File: src/rtl/rs_pe_pkg.sv
package rs_pe_pkg;

    typedef enum logic [1:0] {
        MODE_SINGLE   = 2'd0,
        MODE_FMAP_CAT = 2'd1,
        MODE_FILT_ILV = 2'd2,
        MODE_CHAN_ACC = 2'd3
    } rs_mode_e;

    typedef enum logic [1:0] {
        ST_IDLE = 2'd0,
        ST_LOAD = 2'd1,
        ST_MAC  = 2'd2,
        ST_EMIT = 2'd3
    } rs_state_e;

endpackage

File: src/rtl/rs_weight_rf.sv
module rs_weight_rf #(
    parameter int DW    = 8,
    parameter int MAX_R = 5,
    parameter int NSLOT = 4,
    localparam int TW   = (MAX_R > 1) ? $clog2(MAX_R) : 1,
    localparam int SLW  = (NSLOT > 1) ? $clog2(NSLOT) : 1
) (
    input  logic           clk,
    input  logic           rst_n,
    input  logic           wr_en,
    input  logic [SLW-1:0] wr_slot,
    input  logic [TW-1:0]  wr_tap,
    input  logic [DW-1:0]  wr_data,
    input  logic [SLW-1:0] rd_slot,
    input  logic [TW-1:0]  rd_tap,
    output logic [DW-1:0]  rd_data
);

    logic [DW-1:0] taps_mem [NSLOT][MAX_R];

    always_ff @(posedge clk) begin
        if (!rst_n) begin
            for (int s = 0; s < NSLOT; s++) begin
                for (int t = 0; t < MAX_R; t++) begin
                    taps_mem[s][t] <= '0;
                end
            end
        end else if (wr_en && int'(wr_tap) < MAX_R && int'(wr_slot) < NSLOT) begin
            taps_mem[wr_slot][wr_tap] <= wr_data;
        end
    end

    assign rd_data = taps_mem[rd_slot][rd_tap];

endmodule

File: src/rtl/rs_fmap_rf.sv
module rs_fmap_rf #(
    parameter int DW    = 8,
    parameter int DEPTH = 64,
    localparam int AW   = (DEPTH > 1) ? $clog2(DEPTH) : 1
) (
    input  logic          clk,
    input  logic          wr_en,
    input  logic [AW-1:0] wr_addr,
    input  logic [DW-1:0] wr_data,
    input  logic [AW-1:0] rd_addr,
    output logic [DW-1:0] rd_data
);

    logic [DW-1:0] row_mem [DEPTH];

    always_ff @(posedge clk) begin
        if (wr_en) begin
            row_mem[wr_addr] <= wr_data;
        end
    end

    assign rd_data = row_mem[rd_addr];

endmodule

File: src/rtl/rs_mac_unit.sv
module rs_mac_unit #(
    parameter int DW = 8,
    parameter int PW = 24
) (
    input  logic          clk,
    input  logic          rst_n,
    input  logic          clr,
    input  logic          en,
    input  logic [DW-1:0] wt,
    input  logic [DW-1:0] act,
    output logic [PW-1:0] acc
);

    logic signed [2*DW-1:0] prod;
    logic        [PW-1:0]   prod_ext;

    assign prod     = $signed(wt) * $signed(act);
    assign prod_ext = {{(PW-2*DW){prod[2*DW-1]}}, prod};

    always_ff @(posedge clk) begin
        if (!rst_n) begin
            acc <= '0;
        end else if (clr) begin
            acc <= '0;
        end else if (en) begin
            acc <= acc + prod_ext;
        end
    end

    // each output's sum starts from zero
    a_r5_acc_cleared: assert property (@(posedge clk) disable iff (!rst_n)
        clr |=> (acc == '0));

endmodule

File: src/rtl/rs_pe_ctrl.sv
module rs_pe_ctrl
    import rs_pe_pkg::*;
#(
    parameter int PW    = 24,
    parameter int MAX_R = 5,
    parameter int MAX_W = 16,
    parameter int NSLOT = 4,
    localparam int TW   = (MAX_R > 1) ? $clog2(MAX_R) : 1,
    localparam int SLW  = (NSLOT > 1) ? $clog2(NSLOT) : 1,
    localparam int RW   = $clog2(MAX_R + 1),
    localparam int LW   = $clog2(MAX_W + 1),
    localparam int NW   = $clog2(NSLOT + 1),
    localparam int XA   = $clog2(NSLOT * MAX_W)
) (
    input  logic           clk,
    input  logic           rst_n,
    input  logic           start,
    input  logic [1:0]     cfg_mode,
    input  logic [RW-1:0]  cfg_taps,
    input  logic [LW-1:0]  cfg_len,
    input  logic [NW-1:0]  cfg_rows,
    input  logic           cfg_use_psum,
    input  logic           act_valid,
    input  logic           psum_in_valid,
    input  logic [PW-1:0]  psum_in,
    input  logic [PW-1:0]  acc,
    output logic           act_ready,
    output logic           psum_in_ready,
    output logic           busy,
    output logic           x_we,
    output logic [XA-1:0]  x_waddr,
    output logic [XA-1:0]  x_raddr,
    output logic [SLW-1:0] w_rslot,
    output logic [TW-1:0]  w_rtap,
    output logic           mac_en,
    output logic           mac_clr,
    output logic           out_valid,
    output logic [PW-1:0]  out_psum,
    output logic           done
);

    rs_state_e state_q, state_d;

    rs_mode_e       mode_q;
    logic [RW-1:0]  taps_q;
    logic [LW-1:0]  len_q;
    logic [LW-1:0]  last_pos_q;
    logic [NW-1:0]  rows_q;
    logic           usep_q;

    logic [TW-1:0]  tap_q;
    logic [SLW-1:0] grp_q;
    logic [LW-1:0]  pos_q;
    logic [SLW-1:0] ld_row_q;
    logic [LW-1:0]  ld_col_q;

    logic multi_rows, multi_filt;
    logic tap_end, grp_end, pos_end, col_end, row_end;
    logic load_end, mac_end, emit_ok, emit_end;
    logic [SLW-1:0] x_row;

    assign multi_rows = (mode_q == MODE_FMAP_CAT) || (mode_q == MODE_CHAN_ACC);
    assign multi_filt = (mode_q == MODE_FILT_ILV) || (mode_q == MODE_CHAN_ACC);

    assign tap_end  = (RW'(tap_q) == taps_q - RW'(1));
    assign grp_end  = (NW'(grp_q) == rows_q - NW'(1));
    assign pos_end  = (pos_q == last_pos_q);
    assign col_end  = (ld_col_q == len_q - LW'(1));
    assign row_end  = (NW'(ld_row_q) == rows_q - NW'(1));

    assign load_end = col_end && (!multi_rows || row_end);
    assign mac_end  = tap_end && ((mode_q != MODE_CHAN_ACC) || grp_end);
    assign emit_ok  = !usep_q || psum_in_valid;
    assign emit_end = pos_end &&
                      (((mode_q == MODE_FMAP_CAT) || (mode_q == MODE_FILT_ILV)) ? grp_end : 1'b1);

    // register-file addressing
    assign x_row   = multi_rows ? grp_q : '0;
    assign x_raddr = XA'(x_row) * XA'(MAX_W) + XA'(pos_q) + XA'(tap_q);
    assign x_waddr = XA'(ld_row_q) * XA'(MAX_W) + XA'(ld_col_q);
    assign w_rslot = multi_filt ? grp_q : '0;
    assign w_rtap  = tap_q;

    assign busy          = (state_q != ST_IDLE);
    assign act_ready     = (state_q == ST_LOAD);
    assign x_we          = (state_q == ST_LOAD) && act_valid;
    assign psum_in_ready = (state_q == ST_EMIT) && usep_q;
    assign mac_en        = (state_q == ST_MAC);
    assign mac_clr       = (state_q == ST_IDLE) || ((state_q == ST_EMIT) && emit_ok);

    // next-state decision
    always_comb begin
        state_d = state_q;
        unique case (state_q)
            ST_IDLE: if (start)                  state_d = ST_LOAD;
            ST_LOAD: if (act_valid && load_end)  state_d = ST_MAC;
            ST_MAC:  if (mac_end)                state_d = ST_EMIT;
            ST_EMIT: if (emit_ok)                state_d = emit_end ? ST_IDLE : ST_MAC;
        endcase
    end

    // state register
    always_ff @(posedge clk) begin
        if (!rst_n) state_q <= ST_IDLE;
        else        state_q <= state_d;
    end

    // configuration, counters and registered outputs
    always_ff @(posedge clk) begin
        if (!rst_n) begin
            mode_q     <= MODE_SINGLE;
            taps_q     <= RW'(1);
            len_q      <= LW'(1);
            last_pos_q <= '0;
            rows_q     <= NW'(1);
            usep_q     <= 1'b0;
            tap_q      <= '0;
            grp_q      <= '0;
            pos_q      <= '0;
            ld_row_q   <= '0;
            ld_col_q   <= '0;
            out_valid  <= 1'b0;
            out_psum   <= '0;
            done       <= 1'b0;
        end else begin
            out_valid <= 1'b0;
            done      <= 1'b0;
            unique case (state_q)
                ST_IDLE: begin
                    if (start) begin
                        mode_q     <= rs_mode_e'(cfg_mode);
                        taps_q     <= cfg_taps;
                        len_q      <= cfg_len;
                        last_pos_q <= cfg_len - LW'(cfg_taps);
                        rows_q     <= cfg_rows;
                        usep_q     <= cfg_use_psum;
                        tap_q      <= '0;
                        grp_q      <= '0;
                        pos_q      <= '0;
                        ld_row_q   <= '0;
                        ld_col_q   <= '0;
                    end
                end
                ST_LOAD: begin
                    if (act_valid) begin
                        if (col_end) begin
                            ld_col_q <= '0;
                            ld_row_q <= ld_row_q + 1'b1;
                        end else begin
                            ld_col_q <= ld_col_q + 1'b1;
                        end
                    end
                end
                ST_MAC: begin
                    if (tap_end) begin
                        tap_q <= '0;
                        if (mode_q == MODE_CHAN_ACC) begin
                            grp_q <= grp_end ? '0 : grp_q + 1'b1;
                        end
                    end else begin
                        tap_q <= tap_q + 1'b1;
                    end
                end
                ST_EMIT: begin
                    if (emit_ok) begin
                        out_valid <= 1'b1;
                        out_psum  <= acc + (usep_q ? psum_in : '0);
                        done      <= emit_end;
                        unique case (mode_q)
                            MODE_FMAP_CAT: begin
                                if (pos_end) begin
                                    pos_q <= '0;
                                    grp_q <= grp_q + 1'b1;
                                end else begin
                                    pos_q <= pos_q + 1'b1;
                                end
                            end
                            MODE_FILT_ILV: begin
                                if (grp_end) begin
                                    grp_q <= '0;
                                    pos_q <= pos_q + 1'b1;
                                end else begin
                                    grp_q <= grp_q + 1'b1;
                                end
                            end
                            MODE_SINGLE, MODE_CHAN_ACC: begin
                                pos_q <= pos_q + 1'b1;
                            end
                        endcase
                    end
                end
            endcase
        end
    end

    // an output is a single-cycle pulse
    a_r10_out_pulse: assert property (@(posedge clk) disable iff (!rst_n)
        out_valid |=> !out_valid);

    // done only with the final output, after busy has fallen
    a_r11_done_last: assert property (@(posedge clk) disable iff (!rst_n)
        done |-> (out_valid && !busy));

    // no output while the upstream sum is awaited
    a_r9_wait_psum: assert property (@(posedge clk) disable iff (!rst_n)
        (psum_in_ready && !psum_in_valid) |=> !out_valid);

    // a configuration taken at start is within range
    a_r4_cfg_legal: assert property (@(posedge clk) disable iff (!rst_n)
        (start && state_q == ST_IDLE) |->
            (cfg_taps != '0 && int'(cfg_taps) <= MAX_R &&
             cfg_len >= LW'(cfg_taps) && int'(cfg_len) <= MAX_W &&
             cfg_rows != '0 && int'(cfg_rows) <= NSLOT));

endmodule

File: src/rtl/rs_row_pe.sv
module rs_row_pe #(
    parameter int DW    = 8,
    parameter int PW    = 24,
    parameter int MAX_R = 5,
    parameter int MAX_W = 16,
    parameter int NSLOT = 4,
    localparam int TW   = (MAX_R > 1) ? $clog2(MAX_R) : 1,
    localparam int SLW  = (NSLOT > 1) ? $clog2(NSLOT) : 1,
    localparam int RW   = $clog2(MAX_R + 1),
    localparam int LW   = $clog2(MAX_W + 1),
    localparam int NW   = $clog2(NSLOT + 1),
    localparam int XA   = $clog2(NSLOT * MAX_W)
) (
    input  logic           clk,
    input  logic           rst_n,
    input  logic           wt_we,
    input  logic [SLW-1:0] wt_slot,
    input  logic [TW-1:0]  wt_tap,
    input  logic [DW-1:0]  wt_data,
    input  logic           start,
    input  logic [1:0]     cfg_mode,
    input  logic [RW-1:0]  cfg_taps,
    input  logic [LW-1:0]  cfg_len,
    input  logic [NW-1:0]  cfg_rows,
    input  logic           cfg_use_psum,
    input  logic           act_valid,
    input  logic [DW-1:0]  act_data,
    output logic           act_ready,
    input  logic           psum_in_valid,
    input  logic [PW-1:0]  psum_in,
    output logic           psum_in_ready,
    output logic           out_valid,
    output logic [PW-1:0]  out_psum,
    output logic           done,
    output logic           busy
);

    logic           x_we;
    logic [XA-1:0]  x_waddr, x_raddr;
    logic [SLW-1:0] w_rslot;
    logic [TW-1:0]  w_rtap;
    logic [DW-1:0]  w_val, x_val;
    logic           mac_en, mac_clr;
    logic [PW-1:0]  acc;
    logic           wt_wr_ok;

    // weights change only between runs
    assign wt_wr_ok = wt_we && !busy;

    rs_weight_rf #(.DW(DW), .MAX_R(MAX_R), .NSLOT(NSLOT)) u_wrf (
        .clk     (clk),
        .rst_n   (rst_n),
        .wr_en   (wt_wr_ok),
        .wr_slot (wt_slot),
        .wr_tap  (wt_tap),
        .wr_data (wt_data),
        .rd_slot (w_rslot),
        .rd_tap  (w_rtap),
        .rd_data (w_val)
    );

    rs_fmap_rf #(.DW(DW), .DEPTH(NSLOT * MAX_W)) u_xrf (
        .clk     (clk),
        .wr_en   (x_we),
        .wr_addr (x_waddr),
        .wr_data (act_data),
        .rd_addr (x_raddr),
        .rd_data (x_val)
    );

    rs_mac_unit #(.DW(DW), .PW(PW)) u_mac (
        .clk   (clk),
        .rst_n (rst_n),
        .clr   (mac_clr),
        .en    (mac_en),
        .wt    (w_val),
        .act   (x_val),
        .acc   (acc)
    );

    rs_pe_ctrl #(.PW(PW), .MAX_R(MAX_R), .MAX_W(MAX_W), .NSLOT(NSLOT)) u_ctrl (
        .clk           (clk),
        .rst_n         (rst_n),
        .start         (start),
        .cfg_mode      (cfg_mode),
        .cfg_taps      (cfg_taps),
        .cfg_len       (cfg_len),
        .cfg_rows      (cfg_rows),
        .cfg_use_psum  (cfg_use_psum),
        .act_valid     (act_valid),
        .psum_in_valid (psum_in_valid),
        .psum_in       (psum_in),
        .acc           (acc),
        .act_ready     (act_ready),
        .psum_in_ready (psum_in_ready),
        .busy          (busy),
        .x_we          (x_we),
        .x_waddr       (x_waddr),
        .x_raddr       (x_raddr),
        .w_rslot       (w_rslot),
        .w_rtap        (w_rtap),
        .mac_en        (mac_en),
        .mac_clr       (mac_clr),
        .out_valid     (out_valid),
        .out_psum      (out_psum),
        .done          (done)
    );

endmodule

File: config.mk
export PLATFORM = sky130hd
export DESIGN_NAME = rs_row_pe
export DESIGN_NICKNAME = d
export VERILOG_FILES = /design/src/rtl/rs_pe_pkg.sv /design/src/rtl/rs_weight_rf.sv /design/src/rtl/rs_fmap_rf.sv /design/src/rtl/rs_mac_unit.sv /design/src/rtl/rs_pe_ctrl.sv /design/src/rtl/rs_row_pe.sv
export SDC_FILE = /design/constraint.sdc
export NUM_CORES = 1
export LEC_CHECK = 0
export ABC_AREA = 1
export BUFFER_PORTS_ARGS = -buffer_cell sky130_fd_sc_hd__buf_2
export CAP_MARGIN = 5
export CORE_UTILIZATION = 50
export CTS_CLUSTER_DIAMETER = 200
export CTS_CLUSTER_SIZE = 16
export DETAILED_ROUTE_END_ITERATION = 16
export PLACE_DENSITY_LB_ADDON = 0.25
export SYNTH_ARGS = -nofsm -noshare
export SYNTH_HDL_FRONTEND = slang
export SYNTH_SLANG_ARGS = --single-unit
File: constraint.sdc
create_clock -name clk -period 7.85 [get_ports clk]
set_input_delay 2.355 -clock clk [delete_from_list [all_inputs] [get_ports clk]]
set_output_delay 2.355 -clock clk [all_outputs]
set_load 0.05 [all_outputs]
-- After elaboration in Yosys (flattened, before gate mapping)
Memory sizes are Yosys's and may differ from the RTL's.
Index checks and enable logic that the tools add are counted.
Widths: inputs -> output; s select.
- $add $sub $neg: 14
- multipliers: 1
- $lt $le $gt $ge: 4
- eq/ne operators: 23
- muxes and demuxes: 48
- bitwise logic cells: 3
- reductions and logical operators: 40
- operator list (cell ; count):
    $mux 40 ; 3
    $add 24x24->24 ; 2
    $reduce_or 40->1 ; 1
    $mux 2 ; 16
    $mux 5 ; 6
    $bmux 8 s3 ; 1
    $demux 8 s3 ; 1
    $mux 24 ; 1
    $mux 8 ; 3
    $pmux 5 s2 ; 2
    $mul 8x8->16 ; 1
    $pmux 5 s3 ; 1
    $add 6x5->6 ; 2
    $ne 2x1->1 const B ; 6
    $reduce_and 4->1 ; 3
    $add 5x1->5 const B ; 2
    $eq 5x5->1 ; 2
    $logic_and 1x1->1 ; 10
    $eq 2x2->1 const B ; 4
    $ge 4x4->1 const B ; 2
    $not 3->4 ; 2
    $pmux 2 s2 ; 2
    $pmux 2 s4 ; 1
    $reduce_and 2->1 ; 4
    27 further kinds ; 55
- flip-flop bits (word level): 88
- memory bits (writable): 672
- bits of input ports: 65
- output and inout bits: 29
- word-level logic and storage cells: 151
- memories kept: 2
- memory list (name ; depth ; bits a word ; read ports ; clocked after memory_dff ; write ports ; RTL line ; RTL):
    u_xrf.row_mem ; 64 ; 8 ; 1 ; 0 ; 1 ; rs_fmap_rf.sv:14 ; logic [DW-1:0] row_mem [DEPTH];
    u_wrf.taps_mem ; 4 ; 40 ; 1 ; 0 ; 4 ; rs_weight_rf.sv:19 ; logic [DW-1:0] taps_mem [NSLOT][MAX_R];

-- Depth between registers and ports, before layout
Gate-level depths: netlist of the first run.
- word-level depth: 9
- gate-level depth with buffers: 49
- gate-level depth less buffers: 48

-- Cells and area by module
Synthesis of the first run repeated with hierarchy kept, for this count alone.
- cells, all modules: 4413
- area, all modules: 39608.0 µm²
- by module, submodules not included (module ; times used ; cells an instance ; area each (µm²) ; sequential area each (µm²)):
    rs_fmap_rf ; 1 ; 1797 ; 21179.1 ; 15374.7
    rs_weight_rf ; 1 ; 897 ; 7901.3 ; 4804.6
    rs_pe_ctrl ; 1 ; 924 ; 5386.4 ; 1281.2
    rs_mac_unit ; 1 ; 793 ; 5131.2 ; 480.5
    rs_row_pe ; 1 ; 2 ; 10.0 ; 0.0

-- Worst setup path before layout of the first run
Ideal clock, no wire load.
- kind: register -> register
- start: reg u_ctrl.tap_q[1], in the netlist u_ctrl.w_rtap[1]
- end: reg u_mac.acc[22]
- setup time: 115 ps
- arrival time: 6983 ps
- data required time: 7735 ps
- slack: 752 ps
- cell stages (with the launch flop): 41
- path buffers: 4
- period minus slack after synthesis: 7098 ps
- path through: dfxtp_1 -> clkbuf_1 -> inv_1 -> fa_1 -> inv_2 -> buf_2 -> buf_2 -> buf_2 -> nand3_1 -> nand3_1 -> nand2_1 -> nand2_1 -> nand3_1 -> nand3_1 -> nand2_2 -> nand2_1 -> fa_1 -> inv_1 -> [... 5 more ...] -> ha_1 -> nand2_1 -> inv_1 -> a21oi_1 -> nand2_1 -> nor2_1 -> inv_1 -> nand3_1 -> nand2_1 -> ha_1 -> nand2_1 -> nor2_1 -> nand2_1 -> or2_2 -> nand3_1 -> nor2_1 -> o21ai_0 -> inv_1
- longest elaborated chain between the ends: 6
- elaborated cells on any way between the ends: 8
- classes of those cells: 2 x add/sub; 1 x mul; 3 x mux; 1 x bitwise; 1 x memory
- RTL lines (what ; RTL line ; RTL):
    start, declared ; rs_pe_ctrl.sv:51 ; logic [TW-1:0] tap_q;
    start signal, assigned ; rs_pe_ctrl.sv:161 ; tap_q <= tap_q + 1'b1;
    parallel branches: the longest is 4 deep, another holds $mem_v2 64x8 ; - ;
    $mul 8x8->16 * ; rs_mac_unit.sv:17 ; assign prod = $signed(wt) * $signed(act);
    $add 24x24->24 * ; rs_mac_unit.sv:26 ; acc <= acc + prod_ext;
    end signal, assigned ; rs_mac_unit.sv:26 ;
    end, declared ; rs_mac_unit.sv:11 ; output logic [PW-1:0] acc
Mark *: on every way between the ends. The select of a mux whose other input is x is not followed.
A chain may end at the register's enable or synchronous reset.

-- Final worst setup path of the first run
- start: reg u_ctrl.pos_q[0]
- end: reg u_mac.acc[14]
- longest elaborated chain between the ends: 5
- RTL lines (what ; RTL line ; RTL):
    start, declared ; rs_pe_ctrl.sv:53 ; logic [LW-1:0] pos_q;
    start signal, assigned ; rs_pe_ctrl.sv:175 ; pos_q <= pos_q + 1'b1;
    start signal, assigned ; rs_pe_ctrl.sv:181 ; pos_q <= pos_q + 1'b1;
    start signal, assigned ; rs_pe_ctrl.sv:187 ; pos_q <= pos_q + 1'b1;
    $add 6x5->6 ; rs_pe_ctrl.sv:79 ; assign x_raddr = XA'(x_row) * XA'(MAX_W) + XA'(pos_q) + XA'(tap_q);
    $add 6x3->6 ; rs_pe_ctrl.sv:79 ;
    $mem_v2 64x8 ; - ;
    $mul 8x8->16 ; rs_mac_unit.sv:17 ;
    $add 24x24->24 ; rs_mac_unit.sv:26 ;
No other way between the ends.

==> results by group, run 1 <==
Status
  – Status: completed

Clocking
  – Max Root-Sink Buffers: 3
  – Total of hold buffers inserted after clock tree synthesis: 0
  – Cts bufs inserted: 53
  – Later-pin clock latency in the skew report: 650 ps
  – Clock Root Buffer: clkbuf_16
  – TritonCTS clock tree: built
  – CTS H-Tree Depth: 2
  – Clk pin slew, worst setup/hold paths: 80 ps
  – Number of sinks on the clock net: 760

Logic synthesis
  – Number of synthesized register bits: 760
  – Share of synthesized area spent on multiplexers: 0%
  – Dominant register cell in the synthesized netlist: edfxtp_1
  – Xor and xnor fraction of the mapped netlist area: 1.53%
  – Synthesized area divided by synthesized cell count: 9.56 um^2
  – Portion of the post-synthesis area used by sequential elements: 57.9%
  – Synthesized-area fraction occupied by ao, oa, aoi and oai cells: 6.41%
  – Post-synth EDFFs: 672
  – Adder and majority cell fraction of the synthesized area: 6.27%
  – Syn Std Cell Area: 0.0379 mm^2
  – Main combinational cell family by area after synthesis: simple AND/OR/NAND/NOR gates
  – Simple logic cell fraction of the synthesized area: 22.3%
  – Warnings, synthesis: 0
  – FFs w/ async S/R, synth: 0%
  – Library cells used by synthesis: 52
  – Area share of the largest cell type after synthesis: 53.3%
  – Cells after synthesis: 3965
  – Net count of the mapped netlist: 4184
  – Dominant cell type by area after synthesis: edfxtp_1
  – Top area cells in the synthesized netlist: edfxtp_1 (53%), nand2_1 (9.8%), nand3_1 (5.7%)

Global route
  – Largest net degree at the start of global routing: 104
  – Initial antenna violation count: 0
  – Wire length of the first global-routing pass: 154000 um
  – Overall track demand over capacity in global routing: 25.7%
  – Vias in the first global route: 26827
  – Aggregate global routing overflow: 0

Final layout
  – Fin cells: 5105
  – Count of inserted antenna diode cells: 0
  – Final layout net count: 4335
  – Fraction of layout instances using a drive strength above 1: 11.5%
  – Synthesis-to-finish area growth: 11.6%

Hold path
  – Worst hold stages: 2
  – Type of the worst min-delay path: reg -> reg

Setup path
  – Required time of the worst setup path: 8390 ps
  – Startpoint-to-endpoint class of the critical path: reg -> reg
  – Worst setup SP type: register
  – Critical Path Fanout Max: 17
  – Crit path largest cell delay: 800 ps
  – Endpoint class of the critical path: register
  – Arrival @ worst endpoint: 8240 ps
  – Slowest library cell on the worst path: fa_4
  – Depth of the worst register-to-register path: 40
  – Cell with the most instances on the worst path: nand2_1

Timing
  – Share of the clock period used by the worst path after layout: 98.1%
  – Final setup fails: 0
  – Final max-slew violation count: 0
  – Normalized max-slew margin: 35.5%
  – Tmin final: 7700 ps
  – Number of hold violations in the final report: 0
  – Worst Tran Pin Value: 960 ps
  – RSZ-0062 raised after global routing: true
  – WHS: 457 ps
  – Final-layout setup total negative slack: 0 ps
  – Highest attainable clock frequency: 130 MHz
  – Final setup skew: 39.1 ps
  – Worst setup margin: 151 ps

Drt
  – First-iteration detailed-routing DRC count: 2905
  – Post-DR vias/cell: 5.56
  – Wire length reported by the detailed router: 102000 um
  – Average detailed-routed wire length per instance: 19.9 um
  – Residual DRC count: 0
  – Vias: 28408
  – Number of search-and-repair iterations in the first detailed-routing pass: 7
  – Number of nets still failing antenna checks after routing: 0

Place
  – Final estimated routing congestion in global placement: 0.943
  – Count of placed standard cells including taps: 5006
  – DP Worst Slack: -33.9 ps
  – Count of buffers inserted at the top-level ports: 93
  – Total half-perimeter wirelength after legalization and detailed placement: 66000 um

Floorplan
  – Initial Util: 50.7%
  – Number of primary I/O pins: 94
  – Overall die area: 0.0769 mm^2
  – DIE WIDTH: 277 um
  – Height of the die: 277 um
  – Row count: 100
  – Placeable core area: 0.0747 mm^2

Run
  – Max cap viols: 0
==> path summary, 6_finish.rpt <==
kind / start / to / slack [ps]
worst max register to register: u_ctrl.pos_q[0] / u_mac.acc[14] / 150
worst min register to register: u_ctrl.out_psum[18] / u_ctrl.out_psum[18] / 460
worst max-delay path: u_ctrl.pos_q[0] / u_mac.acc[14] / 150
worst min-delay path: u_ctrl.out_psum[18] / u_ctrl.out_psum[18] / 460
==> state kept, by name, indices dropped and copies added, names as in the netlist, 3 cells and up <==
name and count:
u_ctrl.last_pos_q 5, u_ctrl.ld_col_q 5, u_ctrl.len_q 5, u_ctrl.out_psum 24, u_ctrl.pos_q 5, u_ctrl.rows_q 3, u_ctrl.taps_q 3, u_ctrl.w_rtap 3
u_mac.acc 24, u_wrf.taps_mem 160, u_xrf.row_mem 512
==> per-layer routing <==
| layer | share of wire (%) | up-vias | track usage [%] |
|---|---|---|---|
| met4 | 2.7 | 0 | 7.41 |
| met3 | 7.1 | 156 | 3.55 |
| met2 | 47 | 1073 | 41.9 |
| li1 | - | 13578 | - |
| met1 | 43 | 13601 | 35.9 |
| met5 | 0 | - | 0 |
==> kinds of logic after synthesis <==
| kind of cell | after synthesis |
|---|---|
| and+or+nand+nor | 2047 |
| buffers and inverters | 493 |
| DFF | 760 |
| AOI/OAI and AO/OA | 451 |
| xor gates and xnor gates | 60 |
| adders and majority gates | 154 |
==> synth_stat cells (13+ instances only) <==
library cell and count:
xor2_1 29, nand2_2 14, dfxtp_1 88, o21ai_1 19, inv_2 28, xnor2_1 27
buf_2 67, nand3_1 435, nor2_1 553, nand2_1 985, ha_1 94, a21oi_1 173
nand4_1 21, fa_1 60, inv_1 291, buf_4 32, o21ai_0 199, clkbuf_1 60
edfxtp_1 672, o22ai_1 13
==> layout by cell type, fill, tap and decap left out, types with 33 or more instances in the layout <==
master,count
nand2_1,972
edfxtp_1,672
nor2_1,541
nand3_1,418
inv_1,290
o21ai_0,181
a21oi_1,161
buf_4,144
buf_2,93
dfxtp_1,86
ha_1,84
clkbuf_16,61
fa_1,56
o21ai_1,33
==> stage by stage <==
| step | area [um^2] | utilization (%) |
|---|---|---|
| after CTS | 41500 | 55.5 |
| final | 42300 | 56.6 |
| after global routing | 42300 | 56.6 |
| after global placement | 40000 | 53.5 |
| after detailed placement | 40000 | 53.5 |
| after floorplan | 37900 | - |
==> what timing repair did <==
action / CTS / global route
setup buffers: 0 / 12
gates cloned: 0 / 12
setup endpoints to repair: 8 / 16
pin swaps: 0 / 31
resized for setup: 4 / 117
==> layout make-up <==
class | count | area [um^2]
Sequential cell | 760 | 21900
Timing Repair inverter | 1 | 8.76
Multi-Input combinational cell | 2713 | 14300
Tap cell | 969 | 1210
Clock inverter | 3 | 47.5
Inverter | 321 | 1230
Timing Repair Buffer | 266 | 2150
Fill cell | 6408 | 32400
Clock buffer | 72 | 1420
==> critical path, delay by kind of cell, from the launching register on <==
kind / cells / cell delay, ps
AND/OR/NAND/NOR: 14 / 1380
adder cells (fa/ha/maj): 8 / 3570
AO/OA/AOI/OAI: 4 / 550
XOR/XNOR: 2 / 410
buffers and inverters: 12 / 1270
flip-flops: 1 / 360
Power of run 1 is left out: the tool's default activity adds up to more than one toggle a clock period on the data nets, which glitch-free logic cannot reach.
==> run 2, diff against run 1 <==
clock period = 6.51 ns   (was 7.85 ns; I/O delays follow)
==> run 2 against run 1 <==
  * The flow now finishes with violations (negative setup slack)
  * Global-route usage is 1.4 points higher
  * Clock skew is 13 ps lower
  * Worst hold slack worse by 5.9 ps
  * Count of clock-buffer cells in the layout is 2 lower
  * Worst setup slack worse by 1100 ps
  * Critical path depth is 1 higher
  * Critical path type unchanged
  * Critical endpoint is now u_mac.acc[19]
==> results by group, run 2 (same netlist as run 1, synthesis figures left out) <==
Global route
  – Vias in the first global route: 28041
  – Overall track demand over capacity in global routing: 27.1%
  – Initial antenna violation count: 0
  – Largest net degree at the start of global routing: 70
  – Aggregate global routing overflow: 0
  – Wire length of the first global-routing pass: 161000 um

Setup path
  – Crit path largest cell delay: 850 ps
  – Register-to-register setup slack: -970 ps
  – Depth of the worst register-to-register path: 41
  – Worst setup SP type: register
  – Cell family with most CP delay: adder cells
  – Sum of buffers and inverters on the critical path: 13
  – Capture point of the critical path: u_mac.acc[19]
  – Endpoint class of the critical path: register
  – Slowest library cell on the worst path: fa_4
  – Launch point of the critical path: u_ctrl.pos_q[0]
  – Worst reg2reg endpoint: u_mac.acc[19]
  – Critical Path Fanout Max: 7
  – Startpoint-to-endpoint class of the critical path: reg -> reg
  – WP depth: 41
  – Critical R2R Launch: u_ctrl.pos_q[0]
  – Required time of the worst setup path: 7030 ps
  – Arrival @ worst endpoint: 8000 ps

Clocking
  – Cts bufs inserted: 53
  – Clk pin slew, worst setup/hold paths: 80 ps
  – CTS H-Tree Depth: 2
  – Clock Root Buffer: clkbuf_16
  – Later-pin clock latency in the skew report: 630 ps
  – Number of sinks on the clock net: 760
  – TritonCTS clock tree: built
  – Total of hold buffers inserted after clock tree synthesis: 0
  – Max Root-Sink Buffers: 3

Final layout
  – Final layout net count: 4469
  – Biggest registers after layout: u_xrf.row_mem x512, u_wrf.taps_mem x160
  – Leading cell type in the layout, fill and taps excluded: nand2_1
  – Count of filler cells inserted in the layout: 6156
  – Sequential cell area: 0.0220 mm^2
  – Synthesis-to-finish area growth: 18.7%
  – Number of flip-flops in the largest register: 512
  – Area occupied by multi-input gates: 0.0156 mm^2
  – Register containing the most flip-flops in the final layout: u_xrf.row_mem
  – Final Cell Area: 0.0450 mm^2
  – Fin cells: 5236
  – Fraction of layout instances using a drive strength above 1: 20.0%
  – Count of inserted antenna diode cells: 0
  – Commonest non-fill, non-tap cells in the layout: nand2_1 (922), edfxtp_1 (672), nor2_1 (521)

Timing
  – Tmin final: 7480 ps
  – Final max-slew violation count: 0
  – RSZ-0062 raised after global routing: true
  – Highest attainable clock frequency: 134 MHz
  – Normalized max-slew margin: 28.9%
  – Worst setup margin: -967 ps
  – Number of hold violations in the final report: 0
  – Final setup skew: 26.3 ps
  – Share of the clock period used by the worst path after layout: 115%
  – Worst Tran Pin Value: 1060 ps
  – Final setup fails: 18

Hold path
  – Type of the worst min-delay path: reg -> reg

Drt
  – Wire length reported by the detailed router: 106000 um
  – Average detailed-routed wire length per instance: 20.3 um
  – Vias: 29239
  – Number of search-and-repair iterations in the first detailed-routing pass: 6
  – Number of nets still failing antenna checks after routing: 0
  – Post-DR vias/cell: 5.58
  – Residual DRC count: 0
  – First-iteration detailed-routing DRC count: 2934

Status
  – Violated checks: negative setup slack
  – Status: complete, but fails checks

Floorplan
  – Placeable core area: 0.0747 mm^2
  – Number of primary I/O pins: 94
  – Initial Util: 50.7%
  – Height of the die: 277 um
  – DIE WIDTH: 277 um
  – Overall die area: 0.0769 mm^2
  – Row count: 100

Place
  – Post-DP Area: 0.0411 mm^2
  – DP Worst Slack: -1250 ps
  – Count of placed standard cells including taps: 5120
  – Total half-perimeter wirelength after legalization and detailed placement: 69000 um
  – Final estimated routing congestion in global placement: 0.984
  – Count of buffers inserted at the top-level ports: 93

Run
  – Max cap viols: 0
run 2: through the flow:
stage	hold slack [ps]	utilization, %	setup TNS [ps]
final	451	60.2	-14200
after global routing	476	60.2	-19110
after CTS	453	59.0	-12580
after detailed placement	435	55.1	-19340
after global placement	433	55.1	-18120
after floorplan	433	-	-6.20
run 2: what timing repair did:
item / in CTS / in global routing
buffers inserted: 22 / 11
cloned: 11 / 1
gates resized for setup: 279 / 195
endpoints found under the setup margin: 19 / 19
pin swaps: 89 / 130
run 2: tightest hold or removal path, cell delays in order, from the launching register on:
cell and delay (ps):
dfxtp_1 310, nand2_1 60, nand2_1 40
run 2: layout make-up:
type,count,area share (%)
multi-input cells,2713,34.8
flip-flops and latches,760,48.8
well taps,969,2.70
repair buffers,401,7.73
clock inverters,2,0.0640
inverters,321,2.79
clock buffers,70,3.09
run 2: metal layers:
metal | wire length [um] | GRT usage [%] | vias up
met2 | 50200 | 44.2 | 1178
met1 | 44300 | 37.3 | 13988
met3 | 7540 | 3.02 | 216
met4 | 4040 | 10.0 | 0
met5 | 0 | 0 | -
li1 | - | - | 13857
run 2: worst min path at each step:
stage	endpoint	cells after the start	start
floorplan	u_ctrl.rows_q[1]	2	u_ctrl.rows_q[1]
global placement	u_ctrl.out_psum[23]	2	u_ctrl.out_psum[23]
detailed placement	u_ctrl.out_psum[23]	2	u_ctrl.out_psum[23]
CTS	u_ctrl.out_psum[23]	2	u_ctrl.out_psum[23]
global route	u_ctrl.out_psum[17]	2	u_ctrl.out_psum[17]
finish	u_ctrl.out_psum[17]	2	u_ctrl.out_psum[17]
Power of run 2 is left out for the same reason.
